`src/rtl/eeprom_pw_pkg.sv`:
```
package eeprom_pw_pkg;

    localparam int unsigned BYTE_W = 8;

    typedef logic [BYTE_W-1:0] byte_t;

    typedef enum logic {
        TMR_IDLE = 1'b0,
        TMR_BURN = 1'b1
    } tmr_state_e;

    // controller events after gating by the busy window
    typedef struct packed {
        logic start;
        logic addr;
        logic data;
        logic commit;
        logic abort;
    } pw_evt_t;

endpackage

```
`src/rtl/pw_guard.sv`:
```
module pw_guard (
    input  logic clk,
    input  logic rst,
    input  logic clr_i,
    input  logic start_i,
    input  logic addr_i,
    input  logic wp_i,
    output logic armed_o,
    output logic blocked_o
);
    logic win_q;

    always_ff @(posedge clk) begin
        if (rst || clr_i) begin
            win_q     <= 1'b0;
            armed_o   <= 1'b0;
            blocked_o <= 1'b0;
        end else if (start_i) begin
            win_q     <= 1'b1;
            armed_o   <= 1'b0;
            blocked_o <= wp_i;
        end else if (win_q) begin
            if (wp_i) blocked_o <= 1'b1;
            if (addr_i) begin
                win_q   <= 1'b0;
                armed_o <= 1'b1;
            end
        end
    end


    blocked_sticky_chk: assert property (@(posedge clk) disable iff (rst)
        (blocked_o && !clr_i && !start_i) |=> blocked_o);

endmodule

```
`src/rtl/pw_page_buf.sv`:
```
module pw_page_buf
    import eeprom_pw_pkg::*;
#(
    parameter int unsigned PAGE_BYTES = 16,
    parameter int unsigned ADDR_W     = 11,
    localparam int unsigned SW        = $clog2(PAGE_BYTES),
    localparam int unsigned PW        = ADDR_W - SW
) (
    input  logic                  clk,
    input  logic                  rst,
    input  logic                  clr_i,
    input  logic                  set_i,
    input  logic [ADDR_W-1:0]     addr_i,
    input  logic                  load_i,
    input  logic                  en_i,
    input  byte_t                 din_i,
    input  logic [SW-1:0]         rd_slot_i,
    output byte_t                 rd_data_o,
    output logic [PAGE_BYTES-1:0] valid_o,
    output logic [PW-1:0]         page_o
);
    byte_t         mem_q [PAGE_BYTES];
    logic [SW-1:0] ptr_q;

    always_ff @(posedge clk) begin
        if (rst || clr_i) begin
            valid_o <= '0;
        end else if (load_i && en_i) begin
            valid_o[ptr_q] <= 1'b1;
        end
    end

    always_ff @(posedge clk) begin
        if (rst) begin
            ptr_q  <= '0;
            page_o <= '0;
        end else if (set_i) begin
            ptr_q  <= addr_i[SW-1:0];
            page_o <= addr_i[ADDR_W-1:SW];
        end else if (load_i && en_i) begin
            ptr_q  <= ptr_q + 1'b1;
        end
    end

    always_ff @(posedge clk) begin
        if (load_i && en_i && !set_i) mem_q[ptr_q] <= din_i;
    end

    assign rd_data_o = mem_q[rd_slot_i];


    blocked_load_chk: assert property (@(posedge clk) disable iff (rst)
        (load_i && !en_i && !clr_i) |=> $stable(valid_o));

endmodule

```
`src/rtl/pw_timer.sv`:
```
module pw_timer
    import eeprom_pw_pkg::*;
#(
    parameter int unsigned WRITE_CYCLES = 40,
    parameter int unsigned PAGE_BYTES   = 16,
    localparam int unsigned CW          = $clog2(WRITE_CYCLES),
    localparam int unsigned SW          = $clog2(PAGE_BYTES)
) (
    input  logic          clk,
    input  logic          rst,
    input  logic          go_i,
    output logic          busy_o,
    output logic          done_o,
    output logic          slot_live_o,
    output logic [SW-1:0] slot_o
);
    tmr_state_e    st_q;
    logic [CW-1:0] cnt_q;
    logic          last;

    assign last = (cnt_q == CW'(WRITE_CYCLES - 1));

    always_ff @(posedge clk) begin
        if (rst) begin
            st_q  <= TMR_IDLE;
            cnt_q <= '0;
        end else begin
            case (st_q)
                TMR_IDLE: if (go_i) begin
                    st_q  <= TMR_BURN;
                    cnt_q <= '0;
                end
                TMR_BURN: if (last) st_q <= TMR_IDLE;
                          else      cnt_q <= cnt_q + 1'b1;
                default:  st_q <= TMR_IDLE;
            endcase
        end
    end

    assign busy_o      = (st_q == TMR_BURN);
    assign done_o      = busy_o && last;
    assign slot_live_o = busy_o && (int'(cnt_q) < PAGE_BYTES);
    assign slot_o      = cnt_q[SW-1:0];


    busy_rise_chk: assert property (@(posedge clk) disable iff (rst)
        $rose(busy_o) |-> $past(go_i));

endmodule

```
`src/rtl/eeprom_page_writer.sv`:
```
module eeprom_page_writer
    import eeprom_pw_pkg::*;
#(
    parameter int unsigned ADDR_W       = 11,
    parameter int unsigned PAGE_BYTES   = 16,
    parameter int unsigned WRITE_CYCLES = 40,
    localparam int unsigned SW          = $clog2(PAGE_BYTES),
    localparam int unsigned PW          = ADDR_W - SW
) (
    input  logic              clk,
    input  logic              rst,
    input  logic              start_i,
    input  logic              wp_i,
    input  logic              addr_load_i,
    input  logic [ADDR_W-1:0] addr_i,
    input  logic              data_load_i,
    input  logic [7:0]        data_i,
    input  logic              commit_i,
    input  logic              abort_i,
    output logic              busy_o,
    output logic              data_ack_o,
    output logic              mem_we_o,
    output logic [ADDR_W-1:0] mem_addr_o,
    output logic [7:0]        mem_wdata_o
);
    pw_evt_t               evt;
    logic                  armed, blocked, done, slot_live, go;
    logic [SW-1:0]         slot;
    logic [PAGE_BYTES-1:0] valid;
    logic [PW-1:0]         page;
    byte_t                 rd_data;

    // every controller event is dropped while the write window runs
    always_comb begin
        evt.start  = start_i     && !busy_o;
        evt.addr   = addr_load_i && !busy_o;
        evt.data   = data_load_i && !busy_o;
        evt.abort  = abort_i     && !busy_o;
        evt.commit = commit_i    && !busy_o && !abort_i && !start_i;
    end

    assign go = evt.commit && armed && !blocked && (|valid);

    pw_guard u_guard (
        .clk       (clk),
        .rst       (rst),
        .clr_i     (evt.abort || done),
        .start_i   (evt.start),
        .addr_i    (evt.addr),
        .wp_i      (wp_i),
        .armed_o   (armed),
        .blocked_o (blocked)
    );

    pw_page_buf #(.PAGE_BYTES(PAGE_BYTES), .ADDR_W(ADDR_W)) u_buf (
        .clk       (clk),
        .rst       (rst),
        .clr_i     (evt.abort || evt.start || done),
        .set_i     (evt.addr),
        .addr_i    (addr_i),
        .load_i    (evt.data),
        .en_i      (armed && !blocked),
        .din_i     (data_i),
        .rd_slot_i (slot),
        .rd_data_o (rd_data),
        .valid_o   (valid),
        .page_o    (page)
    );

    pw_timer #(.WRITE_CYCLES(WRITE_CYCLES), .PAGE_BYTES(PAGE_BYTES)) u_tmr (
        .clk         (clk),
        .rst         (rst),
        .go_i        (go),
        .busy_o      (busy_o),
        .done_o      (done),
        .slot_live_o (slot_live),
        .slot_o      (slot)
    );

    assign data_ack_o  = armed && !blocked && !busy_o;
    assign mem_we_o    = slot_live && valid[slot];
    assign mem_addr_o  = {page, slot};
    assign mem_wdata_o = rd_data;


    we_in_busy_chk: assert property (@(posedge clk) disable iff (rst)
        mem_we_o |-> busy_o);


    ack_idle_chk: assert property (@(posedge clk) disable iff (rst)
        data_ack_o |-> !busy_o);


    abort_nogo_chk: assert property (@(posedge clk) disable iff (rst)
        (abort_i && !busy_o) |=> !busy_o);

endmodule

```
`config.mk`:
```
export PLATFORM = sky130hd
export DESIGN_NAME = eeprom_page_writer
export DESIGN_NICKNAME = d
export VERILOG_FILES = /design/src/rtl/eeprom_pw_pkg.sv /design/src/rtl/pw_guard.sv /design/src/rtl/pw_page_buf.sv /design/src/rtl/pw_timer.sv /design/src/rtl/eeprom_page_writer.sv
export SDC_FILE = /design/constraint.sdc
export NUM_CORES = 1
export LEC_CHECK = 0
export ABC_AREA = 1
export BUFFER_PORTS_ARGS = -buffer_cell sky130_fd_sc_hd__buf_2
export CAP_MARGIN = 20
export CORE_MARGIN = 4
export CORE_UTILIZATION = 51
export DETAILED_ROUTE_END_ITERATION = 6
export PLACE_DENSITY = 0.75
export SYNTH_ARGS = -nofsm -noshare
export SYNTH_HDL_FRONTEND = slang
export SYNTH_HIERARCHICAL = 1
export SYNTH_SLANG_ARGS = --single-unit
```
`constraint.sdc`:
```
create_clock -name clk -period 2.6 [get_ports clk]
set_clock_uncertainty 0.1 [all_clocks]
set_input_delay 0.39 -clock clk [delete_from_list [all_inputs] [get_ports clk]]
set_output_delay 0.39 -clock clk [all_outputs]
set_load 0.1 [all_outputs]
```
### Yosys cells after proc, flatten, opt, wreduce, memory -nomap -nowiden

Memory sizes are Yosys's and may differ from the RTL's. A register that Yosys moved wholly into a read port is not among the register bits.
Cells that the tools add are included.

| operators by class | value |
|---|---|
| add/sub/neg operators | 2 |
| $lt $le $gt $ge | 4 |
| equality and inequality tests | 3 |
| muxes and demuxes | 22 |
| bitwise logic cells | 2 |
| reduce and logical (&&, ||, !) cells | 36 |

Operators with widths:

| kind | number |
|---|---|
| logical AND 1 bit | 18 |
| two-way mux 4 bit | 4 |
| bitwise OR 16 bit | 1 |
| OR reduction 16 bit | 1 |
| two-way mux 1 bit | 12 |
| two-way mux 6 bit | 2 |
| one-hot mux 6 bit (2 select lines) | 1 |
| less-than comparator 4 x 5 -> 1 bit (second input constant) | 2 |
| adder 6 x 1 -> 6 bit (second input constant) | 1 |
| == test 6 bit (second input constant) | 1 |
| less-than comparator 6 x 5 -> 1 bit (second input constant) | 1 |
| AND reduction 2 bit | 3 |
| nonzero test 2 bit | 3 |
| logical NOT 1 bit | 5 |
| logical OR 1 bit | 5 |
| adder 4 x 1 -> 4 bit (second input constant) | 1 |
| binary-select mux 1 bit (select 4 bit) | 1 |
| demux 1 bit (select 4 bit) | 1 |
| greater-or-equal comparator 4 x 1 -> 1 bit (second input constant) | 1 |
| inequality test 2 bit (second input constant) | 2 |
| one-hot mux 1 bit (2 select lines) | 1 |
| OR reduction 2 bit | 1 |
| NOT 1 bit | 1 |

| storage, ports and cells | value |
|---|---|
| register bits | 37 |
| RAM bits | 128 |
| output and inout port bits | 22 |
| memories | 1 |

Memory list:

| memory | words | width | read ports | clocked after memory_dff | write ports | RTL line | text |
|---|---|---|---|---|---|---|---|
| u_buf.mem_q | 16 | 8 | 1 | 1 | 1 | pw_page_buf.sv:22 | `byte_t mem_q [PAGE_BYTES];` |

### Longest topological paths before layout

| logic depth | value |
|---|---|
| depth in word-level cells | 11 |
| depth in mapped cells | 12 |
| gate-level depth less buffers | 10 |

### Modules after synthesis

The synthesis kept the hierarchy.

By module, submodules not included:

| module | instances | cells an instance | area each (um^2) |
|---|---|---|---|
| pw_page_buf | 1 | 680 | 6650.1 |
| pw_timer | 1 | 63 | 419.2 |
| eeprom_page_writer | 1 | 72 | 335.3 |
| pw_guard | 1 | 17 | 126.4 |

### Worst setup path before layout

No wires, ideal clock.

| timing | value |
|---|---|
| path kind | register to output |
| start | register u_tmr.st_q (netlist: u_tmr/busy_o) |
| end | output port mem_we_o |
| arrival time | 2.959 ns |
| setup slack | -0.849 ns |
| cell stages (with the launch flop) | 5 |
| cell sequence | dfxtp_1 inv_1 nor3_1 inv_1 a21oi_1 |

| between the ends | value |
|---|---|
| word-level cells in the longest chain between the ends | 2 |

RTL lines:

| element | RTL line | text |
|---|---|---|
| from (decl) | pw_timer.sv:17 | `tmr_state_e st_q;` |
| from (signal assigned) | pw_timer.sv:25 | `st_q <= TMR_IDLE;` |
| from (signal assigned) | pw_timer.sv:30 | `st_q <= TMR_BURN;` |
| from (signal assigned) | pw_timer.sv:33 | `TMR_BURN: if (last) st_q <= TMR_IDLE;` |
| logical AND 1 bit | pw_timer.sv:42 | `assign slot_live_o = busy_o && (int'(cnt_q) < PAGE_BYTES);` |
| named net slot_live | eeprom_page_writer.sv:27 | `logic armed, blocked, done, slot_live, go;` |
| logical AND 1 bit | eeprom_page_writer.sv:81 | `assign mem_we_o = slot_live && valid[slot];` |
| to (decl) | eeprom_page_writer.sv:22 | `output logic mem_we_o,` |

The timed path passes the listed nets, and every way through them passes these cells.

==> reports/metrics.json <==
{
  "syn_area_um2": 7531,
  "critical-path-top-cell-by-count": "sky130_fd_sc_hd__nand2_1",
  "drt_pass_1_iters": 6,
  "worst_ir_drop_vdd_uv": 467.5,
  "routed_met1_length_mm": 7.314,
  "criticalPathCategory": "reg2out",
  "post_drt_via_cell_ratio": 5.273,
  "placement_rows": 44,
  "min_period_over_period": 0.9644,
  "critical_path_depth": 9,
  "final-max-slew-violation-count": 0,
  "die_h_um": 129.5,
  "max-cap-violations": 0,
  "hp-class": "in2reg",
  "cts_max_level": 4,
  "synth-warning-count": 6,
  "setup_viol": 0,
  "synth_cell_type_count": 31,
  "drtAntennaViolNets": 0,
  "final_cells": 1090,
  "grt_pass1_wl_mm": 28.06,
  "worst_setup_path_end_kind": "output port",
  "critPathTopFamily": "buffers and inverters",
  "placedCellCount": 1057,
  "route.detailed.drc": 0,
  "core_region_area_um2": 14480,
  "drt_iter0_drc": 539,
  "max-slew-margin-rel": 0.6133,
  "worstPathBufferInverterCount": 3,
  "routabilityCongestion": 0.9011,
  "wl_met3_mm": 1.535,
  "max_slew.worst_pin.slew_ps": 579.4,
  "boundaryPins": 49,
  "tritoncts.num_buffers": 17,
  "vias": 5748,
  "cell_by_cell_listing_of_the_critical_path": "inv_2 -> buf_12 -> nand2_1 -> nand2_1 -> nand2_1 -> nand3_1 -> nand3_1 -> nand2_1 -> buf_6",
  "max_stage_delay_on_crit_path_ps": 360,
  "postRouteWirelength_mm": 17.83,
  "reg2reg_depth": 12,
  "period_minus_slack_ps": 2508,
  "hold_viol": 0,
  "clkTransAtPathRegs_ps": 70,
  "initial_core_util": 0.5201,
  "post_route_cells_drive_above_1_share": 0.1468,
  "required_ps": 2110,
  "synth_nets": 864,
  "first_global_vias": 5485,
  "preCtsSetupSlack_ps": 416.9,
  "hold_depth": 3,
  "track_usage": 0.2207,
  "io_buffers": 48,
  "layout_commonest_cell": "sky130_fd_sc_hd__nand2_1",
  "p_leak_nw": 3.748,
  "pwr_density_cell_nw_per_um2": 643.2,
  "crit_path_start_kind": "flip-flop",
  "maximum_achievable_frequency_mhz": 398.8,
  "status": "finished clean",
  "timing.critical_path.arrival_ps": 2020,
  "dr_wl_met2_mm": 8.489,
  "layout.nets": 925,
  "synth_top_area_share": 0.5104,
  "cts-root-buf": "sky130_fd_sc_hd__clkbuf_16",
  "avgSynthCellArea_um2": 9.052,
  "slowest_stage": "sky130_fd_sc_hd__dfxtp_2",
  "yosys.area.top_type": "sky130_fd_sc_hd__edfxtp_1",
  "mostFrequentLayoutCells": "240 x sky130_fd_sc_hd__nand2_1, 150 x sky130_fd_sc_hd__inv_1, 128 x sky130_fd_sc_hd__edfxtp_1",
  "die_w_um": 129.5,
  "grt_overflow_total": 0,
  "overall_power_mw": 5.627,
  "top_layer": "met4",
  "synth_cells": 832,
  "post-route-worst-setup-slack_ps": 92.50,
  "synth.yosys.seq_area_share": 0.6087,
  "netlist_top_cells_area": "sky130_fd_sc_hd__edfxtp_1 51%, sky130_fd_sc_hd__nand2_1 12%, sky130_fd_sc_hd__dfxtp_1 9.8%",
  "final_util": 0.6042,
  "grt_start_max_net_pins": 59,
  "critical_path_peak_fanout": 29,
  "cts_tree": "yes",
  "area_growth_pct": 16.17,
  "fin_hold_ws_ps": 82.42,
  "cts-root-to-sink-buffers": 2,
  "clock_insertion_delay_worst_skew_ps": 430,
  "postSynthRegisterBits": 165,
  "antenna_found_initial": 0,
  "insertedDiodeCount": 0,
  "floorplan.die_area_um2": 16770,
  "cts_num_sinks": 165,
  "routed_wire_length_per_instance_um": 16.36,
  "dpl_hpwl_mm": 11.24
}
-- final cells by class --
class | instances | area (um^2)
Fill cell | 1181 | 5731
Sequential cell | 165 | 4587
Multi-Input combinational cell | 471 | 2113
Inverter | 160 | 608.1
Timing Repair Buffer | 78 | 589.3
Clock buffer | 17 | 425.4
Tap cell | 184 | 230.2
Clock inverter | 15 | 195.2
-- logic make-up after synthesis --
family,count (synthesis),synth area share
and+or+nand+nor,422,0.2387
buffers and inverters,196,0.1133
DFF,165,0.6087
AOI/OAI and AO/OA,43,0.02974
adders and majority gates,5,0.008307
xor gates and xnor gates,1,0.001163
-- what timing repair did --
| action | 4_1_cts | 5_1_grt |
|---|---|---|
| gates cloned | 0 | 1 |
| hold buffers | 0 | 0 |
| buffers inserted | 0 | 0 |
| endpoints found under the setup margin | 7 | 6 |
| gates resized for setup | 7 | 7 |
-- worst paths after layout --
check | slack [ps] | to | from
max | 90 | mem_wdata_o[4] | u_tmr/cnt_q[0]
min reg2reg | 360 | u_buf/valid_o[14] | u_buf/valid_o[14]
min | 80 | u_guard/blocked_o | wp_i
max reg2reg | 430 | u_buf/valid_o[11] | u_tmr/cnt_q[0]
-- synthesized netlist by cell type (all sizes together) --
master	n
o21bai	1
a21oi	32
inv	158
nor2	47
o21ai	5
xor2	1
or2	3
dfxtp	37
nand4	3
edfxtp	128
nand3	116
nand2	246
clkinv	2
nor4	2
buf	32
nor3	5
ha	5
clkbuf	4
a31oi	5
-- layer usage --
layer,vias to the layer above,global-route usage
li1,2764,-
met1,2650,0.2910
met2,291,0.3564
met3,43,0.05029
met4,0,0.08863
met5,-,0
-- state kept, by name, summed over array words and instances (netlist names) --
register           flops
u_tmr/cnt_q            6
u_buf/mem_q          128
u_buf/page_o           7
u_guard/win_q          1
u_guard/blocked_o      1
u_tmr/busy_o           1
u_guard/armed_o        1
u_buf/ptr_q            4
u_buf/valid_o         16
-- worst reg2reg max path: stages, from the launching register on --
cell	delay (ps)
sky130_fd_sc_hd__dfxtp_2	360
sky130_fd_sc_hd__buf_12	180
sky130_fd_sc_hd__ha_1	260
sky130_fd_sc_hd__nand2_2	100
sky130_fd_sc_hd__nor2_2	40
sky130_fd_sc_hd__nand2_2	100
sky130_fd_sc_hd__inv_1	50
sky130_fd_sc_hd__inv_1	50
sky130_fd_sc_hd__o21ai_1	100
sky130_fd_sc_hd__or2_1	220
sky130_fd_sc_hd__or2_1	220
sky130_fd_sc_hd__buf_4	190
sky130_fd_sc_hd__nor2_1	130
-- through the flow --
step                      area [um^2]  setup TNS, ps
final                            8748              0
after detailed placement         8064              0
after global routing             8748         -32.99
after CTS                        8702              0
after floorplan                  7550              0
after global placement           8064              0
-- power by group --
part	internal (mW)	switching, mW
Combinational	0.0347	0.124
Clock	1.54	1.08
Sequential	2.85	0.0100
Total	4.42	1.21
Power figures use the tool's default switching activity.
